**src/rtl/pdn_pkg.sv**
```systemverilog
package pdn_pkg;

    typedef enum logic [1:0] {
        PD_RUN  = 2'd0,
        PD_DOWN = 2'd1,
        PD_WAKE = 2'd2
    } pd_state_e;

    localparam int unsigned PD_PINS = 2;

endpackage

```
**src/rtl/pdn_pin_iso.sv**
```systemverilog
module pdn_pin_iso
    import pdn_pkg::*;
(
    input  logic               cfg_en,
    input  logic [PD_PINS-1:0] pd_pin,
    input  logic [PD_PINS-1:0] core_oe,
    output logic [PD_PINS-1:0] arr_pd,
    output logic [PD_PINS-1:0] pin_oe,
    output logic               req
);

    // Request pins become reserved while the function is armed.
    for (genvar k = 0; k < PD_PINS; k++) begin : g_iso
        always_comb begin
            arr_pd[k] = cfg_en ? 1'b0 : pd_pin[k];
            pin_oe[k] = cfg_en ? 1'b0 : core_oe[k];
        end
    end

    always_comb req = cfg_en && (|pd_pin);

endmodule

```
**src/rtl/pdn_fsm.sv**
```systemverilog
module pdn_fsm
    import pdn_pkg::*;
(
    input  logic      clk,
    input  logic      rst_n,
    input  logic      req,
    output pd_state_e state,
    output logic      capture,
    output logic      hold_sel,
    output logic      core_run,
    output logic      pd_active
);

    pd_state_e nxt;

    always_ff @(posedge clk or negedge rst_n) begin
        if (!rst_n) state <= PD_RUN;
        else        state <= nxt;
    end

    always_comb begin
        nxt = state;
        unique case (state)
            PD_RUN:  nxt = req ? PD_DOWN : PD_RUN;
            PD_DOWN: nxt = req ? PD_DOWN : PD_WAKE;
            PD_WAKE: nxt = req ? PD_DOWN : PD_RUN;
            default: nxt = PD_RUN;
        endcase
    end

    always_comb begin
        capture   = 1'b0;
        hold_sel  = 1'b1;
        core_run  = 1'b0;
        pd_active = 1'b1;
        unique case (state)
            PD_RUN: begin
                capture   = req;
                hold_sel  = 1'b0;
                core_run  = !req;
                pd_active = 1'b0;
            end
            PD_DOWN, PD_WAKE: begin
                capture   = 1'b0;
                hold_sel  = 1'b1;
                core_run  = 1'b0;
                pd_active = 1'b1;
            end
            default: begin
                capture   = 1'b0;
                hold_sel  = 1'b0;
                core_run  = 1'b0;
                pd_active = 1'b0;
            end
        endcase
    end

    AST_ENTRY_TAKEN: assert property (@(posedge clk) disable iff (!rst_n)
        (state == PD_RUN && req) |=> (state == PD_DOWN));

    AST_RELEASE_STAGE: assert property (@(posedge clk) disable iff (!rst_n)
        (state == PD_DOWN && !req) |=> (state == PD_WAKE));

    AST_WAKE_RETURN: assert property (@(posedge clk) disable iff (!rst_n)
        (state == PD_WAKE && req) |=> (state == PD_DOWN));

    AST_WAKE_ONE_CYCLE: assert property (@(posedge clk) disable iff (!rst_n)
        (state == PD_WAKE && !req) |=> (state == PD_RUN));

endmodule

```
**src/rtl/pdn_hold_bank.sv**
```systemverilog
module pdn_hold_bank #(
    parameter int unsigned W = 8
) (
    input  logic         clk,
    input  logic         rst_n,
    input  logic         capture,
    input  logic         hold_sel,
    input  logic [W-1:0] live,
    output logic [W-1:0] q
);

    logic [W-1:0] held;

    always_ff @(posedge clk or negedge rst_n) begin
        if (!rst_n)       held <= '0;
        else if (capture) held <= live;
    end

    for (genvar b = 0; b < W; b++) begin : g_lane
        always_comb q[b] = hold_sel ? held[b] : live[b];
    end

endmodule

```
**src/rtl/pdn_hold_ctrl.sv**
```systemverilog
module pdn_hold_ctrl
    import pdn_pkg::*;
#(
    parameter int unsigned N_IN  = 8,
    parameter int unsigned N_OUT = 8
) (
    input  logic               clk,
    input  logic               rst_n,
    input  logic               cfg_pd_en,
    input  logic [1:0]         pd_pin,
    input  logic [N_IN-1:0]    pin_in,
    input  logic [N_OUT-1:0]   core_out,
    input  logic [N_OUT-1:0]   core_oe,
    input  logic [1:0]         core_pdpin_oe,
    output logic [N_IN-1:0]    arr_in,
    output logic [1:0]         arr_pd,
    output logic [N_OUT-1:0]   pad_out,
    output logic [N_OUT-1:0]   pad_oe,
    output logic [1:0]         pdpin_oe,
    output logic               core_run,
    output logic               pd_active
);

    pd_state_e state;
    logic      req;
    logic      capture;
    logic      hold_sel;

    pdn_pin_iso u_iso (
        .cfg_en  (cfg_pd_en),
        .pd_pin  (pd_pin),
        .core_oe (core_pdpin_oe),
        .arr_pd  (arr_pd),
        .pin_oe  (pdpin_oe),
        .req     (req)
    );

    pdn_fsm u_fsm (
        .clk       (clk),
        .rst_n     (rst_n),
        .req       (req),
        .state     (state),
        .capture   (capture),
        .hold_sel  (hold_sel),
        .core_run  (core_run),
        .pd_active (pd_active)
    );

    pdn_hold_bank #(.W(N_IN)) u_in_bank (
        .clk      (clk),
        .rst_n    (rst_n),
        .capture  (capture),
        .hold_sel (hold_sel),
        .live     (pin_in),
        .q        (arr_in)
    );

    pdn_hold_bank #(.W(N_OUT)) u_out_bank (
        .clk      (clk),
        .rst_n    (rst_n),
        .capture  (capture),
        .hold_sel (hold_sel),
        .live     (core_out),
        .q        (pad_out)
    );

    pdn_hold_bank #(.W(N_OUT)) u_oe_bank (
        .clk      (clk),
        .rst_n    (rst_n),
        .capture  (capture),
        .hold_sel (hold_sel),
        .live     (core_oe),
        .q        (pad_oe)
    );

    AST_DISARMED_STAYS_RUN: assert property (@(posedge clk) disable iff (!rst_n)
        (!cfg_pd_en && !pd_active) |=> !pd_active);

    AST_ENTRY_OUT: assert property (@(posedge clk) disable iff (!rst_n)
        $rose(pd_active) |-> (pad_out == $past(core_out)));

    AST_ENTRY_OE: assert property (@(posedge clk) disable iff (!rst_n)
        $rose(pd_active) |-> (pad_oe == $past(core_oe)));

    AST_ENTRY_IN: assert property (@(posedge clk) disable iff (!rst_n)
        $rose(pd_active) |-> (arr_in == $past(pin_in)));

    AST_HOLD_STABLE: assert property (@(posedge clk) disable iff (!rst_n)
        (pd_active && $past(pd_active)) |-> ($stable(pad_out) && $stable(pad_oe) && $stable(arr_in)));

    AST_ARMED_ISOLATE: assert property (@(posedge clk) disable iff (!rst_n)
        cfg_pd_en |-> (arr_pd == 2'b00 && pdpin_oe == 2'b00));

    AST_FROZEN_CORE: assert property (@(posedge clk) disable iff (!rst_n)
        pd_active |-> !core_run);

endmodule

```
**config.mk**
```make
export PLATFORM = sky130hd
export DESIGN_NAME = pdn_hold_ctrl
export DESIGN_NICKNAME = d
export VERILOG_FILES = /design/src/rtl/pdn_pkg.sv /design/src/rtl/pdn_pin_iso.sv /design/src/rtl/pdn_fsm.sv /design/src/rtl/pdn_hold_bank.sv /design/src/rtl/pdn_hold_ctrl.sv
export SDC_FILE = /design/constraint.sdc
export NUM_CORES = 1
export LEC_CHECK = 0
export BUFFER_PORTS_ARGS = -buffer_cell sky130_fd_sc_hd__clkbuf_2
export CAP_MARGIN = 20
export CORE_MARGIN = 2
export CORE_UTILIZATION = 45
export DETAILED_ROUTE_END_ITERATION = 8
export GPL_TIMING_DRIVEN = 0
export PLACE_DENSITY = 0.81
export SKIP_LAST_GASP = 1
export SLEW_MARGIN = 20
export SYNTH_ARGS = -nofsm -noshare
export SYNTH_HDL_FRONTEND = slang
export SYNTH_SLANG_ARGS = --single-unit
export TNS_END_PERCENT = 100
```
**constraint.sdc**
```tcl
create_clock -name clk -period 3.2 [get_ports clk]
set_input_delay 0.64 -clock clk [delete_from_list [all_inputs] [get_ports clk]]
set_output_delay 0.64 -clock clk [all_outputs]
set_load 0.05 [all_outputs]
```
Word-level counts from Yosys, hierarchy flattened
Index checks and enable logic that the tools add are counted.
{"block": "word_totals", "reg_bits": 26, "input_bits": 31, "out_inout_bits": 30, "word_cells": 46}
{"block": "classes", "n_eq_ne": 2, "mux": 34, "n_reduce_logical": 6}
{"operator": "2-to-1 mux 1 bit", "count": 32}
{"operator": "OR reduction 2 bit", "count": 3}
{"operator": "case mux 2 bit (2 select lines)", "count": 1}
{"operator": "equality test 2 x 1 -> 1 bit, second input constant", "count": 1}
{"operator": "equality test 2 bit, second input constant", "count": 1}
{"operator": "logical NOT 2 bit", "count": 1}
{"operator": "2-to-1 mux 2 bit", "count": 1}
{"operator": "logical AND 1 bit", "count": 1}
{"operator": "logical NOT 1 bit", "count": 1}

Longest topological paths before layout
{"block": "logic_depth", "word_depth": 4, "ltp_mapped": 5, "depth_no_buf": 4}

Hierarchy
A second synthesis with hierarchy kept.
{"block": "unflattened", "cells_unflattened": 97, "hier_area_um2": 1582.8}
{"module": "pdn_hold_bank", "instances": 3, "cells_each": 26, "area_per_inst_um2": 462.9, "seq_area_each_um2": 200.2}
{"module": "pdn_fsm", "instances": 1, "cells_each": 14, "area_per_inst_um2": 161.4, "seq_area_each_um2": 50.0}
{"module": "pdn_pin_iso", "instances": 1, "cells_each": 5, "area_per_inst_um2": 32.5, "seq_area_each_um2": 0.0}

Least setup slack after synthesis
Ideal clock, no wire load.
{"block": "synth_timing", "kind": "reg-to-output", "start": "register u_fsm.state[0]", "end": "output port arr_in[0]", "t_arrival_ns": 1.899, "t_required_ns": 2.560, "path_slack_ns": 0.661, "path_stages_with_launch": 6, "path_buffers": 2, "cell_sequence": "dfrtp_1 -> inv_1 -> ha_1 -> buf_2 -> buf_2 -> mux2_2"}
{"block": "synth_via", "elab_chain_len": 4, "word_cells_on_any_way": 5, "cone_classes": "eq/ne (2); mux (2); reduce/logical (1)"}
{"element": "start, declared", "line": "pdn_fsm.sv:7", "source": "output pd_state_e state,"}
{"element": "start signal, assigned", "line": "pdn_fsm.sv:18", "source": "else state <= nxt;"}
{"element": "equality test 2 x 1 -> 1 bit / equality test 2 bit (equally long branches)"}
{"element": "OR reduction 2 bit *"}
{"element": "2-to-1 mux 1 bit *"}
{"element": "net pd_active", "line": "pdn_hold_ctrl.sv:21", "source": "output logic pd_active"}
{"element": "2-to-1 mux 1 bit *", "line": "pdn_hold_bank.sv:20", "source": "always_comb q[b] = hold_sel ? held[b] : live[b];"}
{"element": "end, declared", "line": "pdn_hold_ctrl.sv:15", "source": "output logic [N_IN-1:0] arr_in,"}
Mark *: on every way through the listed nets, which the timed path passes. The rest lies on a longest branch.

Worst setup path after layout
{"block": "layout_timing", "start": "register u_fsm.state[0]", "end": "output port arr_in[0]"}
{"block": "layout_via", "elab_chain_len": 4, "word_cells_on_any_way": 5, "cone_classes": "eq/ne (2); mux (2); reduce/logical (1)"}
{"element": "equality test 2 x 1 -> 1 bit / equality test 2 bit (equally long branches)", "line": "pdn_fsm.sv:36", "source": "unique case (state)"}
{"element": "OR reduction 2 bit *", "line": "pdn_fsm.sv:36"}
{"element": "2-to-1 mux 1 bit *", "line": "pdn_fsm.sv:36"}
{"element": "2-to-1 mux 1 bit *", "line": "pdn_hold_bank.sv:20"}
Every way passes the cells marked *; elsewhere a longest branch is shown, timed or not.

==> impl_metrics.py <==
metrics = {
    "cells_and_area": {
        "fin_nets": 195,
        "drive_gt1_share_pct": 76.7,
        "antenna_cells": 0,
        "area_delta_synth_final_pct": 28.2,
        "nFillCells": 271,
    },
    "worst_setup_path": {
        "crit_type": "reg -> out",
        "endpoint_kind": "primary output",
        "cp.buffers_inverters": 4,
        "cp_top_family": "buffers and inverters",
        "critical_path.max_stage_delay_ns": 0.41,
        "crit_arrival_ns": 2.17,
        "crit_top_cell": "buf_2",
        "worstPathCellList": "inv_1 > ha_1 > buf_2 > buf_2 > mux2_2 > clkbuf_2",
        "worst_setup_path_start_kind": "flip-flop",
        "required_ns": 2.56,
        "cp_max_fo": 10,
        "slowest_stage": "dfrtp_1",
    },
    "sta": {
        "period_minus_slack_ns": 2.81,
        "rsz0062_at_grt": "no",
        "fin_tns_setup_ns": 0,
        "slew_viol_final": 0,
        "relSlewSlack_pct": 58.2,
        "worst_slew_pin_slew_ns": 0.627,
        "period_share_pct": 87.7,
        "skew_ns": 0.00496,
        "hold_ws_ns": 0.307,
        "final_hold_viol_count": 0,
        "fmax_mhz": 356,
        "finalSetupViolCount": 0,
    },
    "logic_synthesis": {
        "syn_area_um2": 1450,
        "ys_seq_area_share_pct": 45.0,
        "syn_area_per_cell_um2": 15.2,
        "yosys.area.top_type": "dfrtp_1",
        "yosysTopAreaCellShare_pct": 45.0,
        "synthCells": 95,
        "synth_nets": 130,
        "synth_seq_cells": 26,
        "ys_warn_count": 0,
        "synth_area_leaders": "dfrtp_1 (45%), mux2_2 (22%), mux2_4 (21%)",
        "ys_types": 12,
    },
    "grt": {
        "grt-ovfl-total": 0,
        "grt_pass1_wl_mm": 4.42,
        "grt_start_max_net_pins": 27,
        "grt_pass1_vias": 973,
        "grt_use_total_pct": 16.3,
        "antenna_found_initial": 0,
    },
    "clock_network": {
        "tritoncts": "yes",
        "cts_hold_buf": 0,
        "insertion_delay_ns": 0.32,
        "clkTransAtPathRegs_ns": 0.14,
        "clockRootBuffer": "clkbuf_4",
        "cts_buffers": 3,
        "cts.repair.resized": 0,
        "cts_setup_buffers": 0,
        "cts_buffer_depth": 2,
        "cts.sinks": 26,
        "htreeDepth": 1,
    },
    "placed_design": {
        "port_buffers": 60,
        "hpwl_mm": 2.18,
        "gp_congestion": 0.639,
    },
    "power": {
        "sw_frac_of_total_pct": 41.4,
        "switchingPower_uw": 567,
        "p_int_uw": 803,
        "power_mw": 1.37,
        "p_comb_share_pct": 50.2,
        "vdd_ir_drop_max_v": 0.000356,
        "pwr_density_cell_nw_per_um2": 739,
        "p_seq_share_pct": 33.3,
        "p_leak_nw": 0.968,
        "p_clk_share_pct": 16.5,
    },
    "die": {
        "dieArea_um2": 3680,
        "dieWidth_um": 60.7,
        "die_height_um": 60.7,
        "io_pins": 61,
        "core_um2": 3050,
        "start_util_pct": 47.3,
        "row_count": 20,
    },
    "routing": {
        "postRouteWirelength_mm": 2.82,
        "ant_nets": 0,
        "routed-via-count": 985,
        "drtPass1Iterations": 3,
        "wire_per_inst_um": 13.9,
        "drc": 0,
        "drtIter0Drc": 31,
        "via_per_inst": 4.85,
    },
    "min_path": {
        "hold_path.class": "in -> async",
    },
    "flow_run": {
        "drv_cap": 0,
    },
    "run_status": {
        "status": "finished clean",
    },
}
worst paths after layout:
path | from | end | slack, ns | depth (start not counted)
hold / removal | rst_n | u_out_bank.held[2]$_DFFE_PN0P_ | 0.31 | 1
setup reg to reg | u_fsm.state[0]$_DFF_PN0_ | u_oe_bank.held[5]$_DFFE_PN0P_ | 1.66 | 5
setup / recovery | u_fsm.state[0]$_DFF_PN0_ | arr_in[0] | 0.39 | 6
min in group clk | u_in_bank.held[2]$_DFFE_PN0P_ | u_in_bank.held[2]$_DFFE_PN0P_ | 0.52 | 1
hold reg to reg | u_in_bank.held[2]$_DFFE_PN0P_ | u_in_bank.held[2]$_DFFE_PN0P_ | 0.52 | 1
max in group asynchronous | rst_n | u_in_bank.held[4]$_DFFE_PN0P_ | 2.49 | 1
cells in the mapped netlist:
library cell and number:
buf_6 2, o21ai_0 1, ha_1 4, inv_1 2
nor3_1 2, and2b_2 4, buf_2 3, o211ai_4 1
dfrtp_1 26, mux2_2 28, and2_1 2, mux2_4 20
stage by stage:
step           setup slack (ns)  cells  utilization, %  cell area (um2)
6_report                  0.394    203            60.7             1850
5_1_grt                   0.251    203            60.7             1850
3_3_place_gp              0.803    199            59.0             1800
2_1_floorplan             0.661     95               -             1450
3_5_place_dp              0.749    199            59.0             1800
4_1_cts                   0.371    203            60.7             1850
area by class of cell:
class,count,area (um2),share of cell area (%)
Tap cell,44,55.1,2.97
Timing Repair Buffer,60,300,16.2
Clock inverter,1,30.0,1.62
Clock buffer,3,22.5,1.22
Multi-Input combinational cell,62,749,40.4
Sequential cell,26,651,35.1
Buffer,5,37.5,2.03
Inverter,2,7.51,0.405
routing by layer:
layer	up-vias	GRT usage [%]	part of all wire, %
met1	492	19.9	43
li1	463	-	-
met4	0	6.52	0.50
met3	2	1.71	4.4
met5	-	0	0
met2	28	29.5	52
power groups by stage:
| stage | Combinational [mW] | Clock (mW) | Sequential, mW |
|---|---|---|---|
| 4_1_cts | 0.694 | 0.230 | 0.457 |
| 3_5_place_dp | 0.691 | 0 | 0.463 |
| 6_report | 0.688 | 0.226 | 0.456 |
| 2_1_floorplan | 0.572 | 0 | 0.447 |
| 3_3_place_gp | 0.679 | 0 | 0.455 |
| 5_1_grt | 0.724 | 0.249 | 0.467 |
placed cells by master, fill, tap and decap left out:
cell,instances
o21ai_0,1
buf_6,2
dfrtp_1,26
inv_1,2
ha_1,4
bufinv_16,1
mux2_4,20
buf_2,3
o211ai_4,1
and2b_2,4
clkbuf_4,3
clkbuf_2,60
mux2_2,28
nor3_1,2
and2_1,2
state kept, by name, summed over array words and instances (netlist names):
name,cells
u_oe_bank.held,8
u_fsm.state,2
u_out_bank.held,8
u_in_bank.held,8
kinds of logic (layout without fill, tap and decap cells):
family / Yosys count / after routing / synth area share [%]
muxes: 48 / 48 / 42.6
DFF: 26 / 26 / 45.0
and+or+nand+nor: 8 / 8 / 3.98
adders and majority gates: 4 / 4 / 3.46
AOI/OAI and AO/OA: 2 / 2 / 1.82
buffers and inverters: 7 / 71 / 3.12
Power figures use the tool's default switching activity.
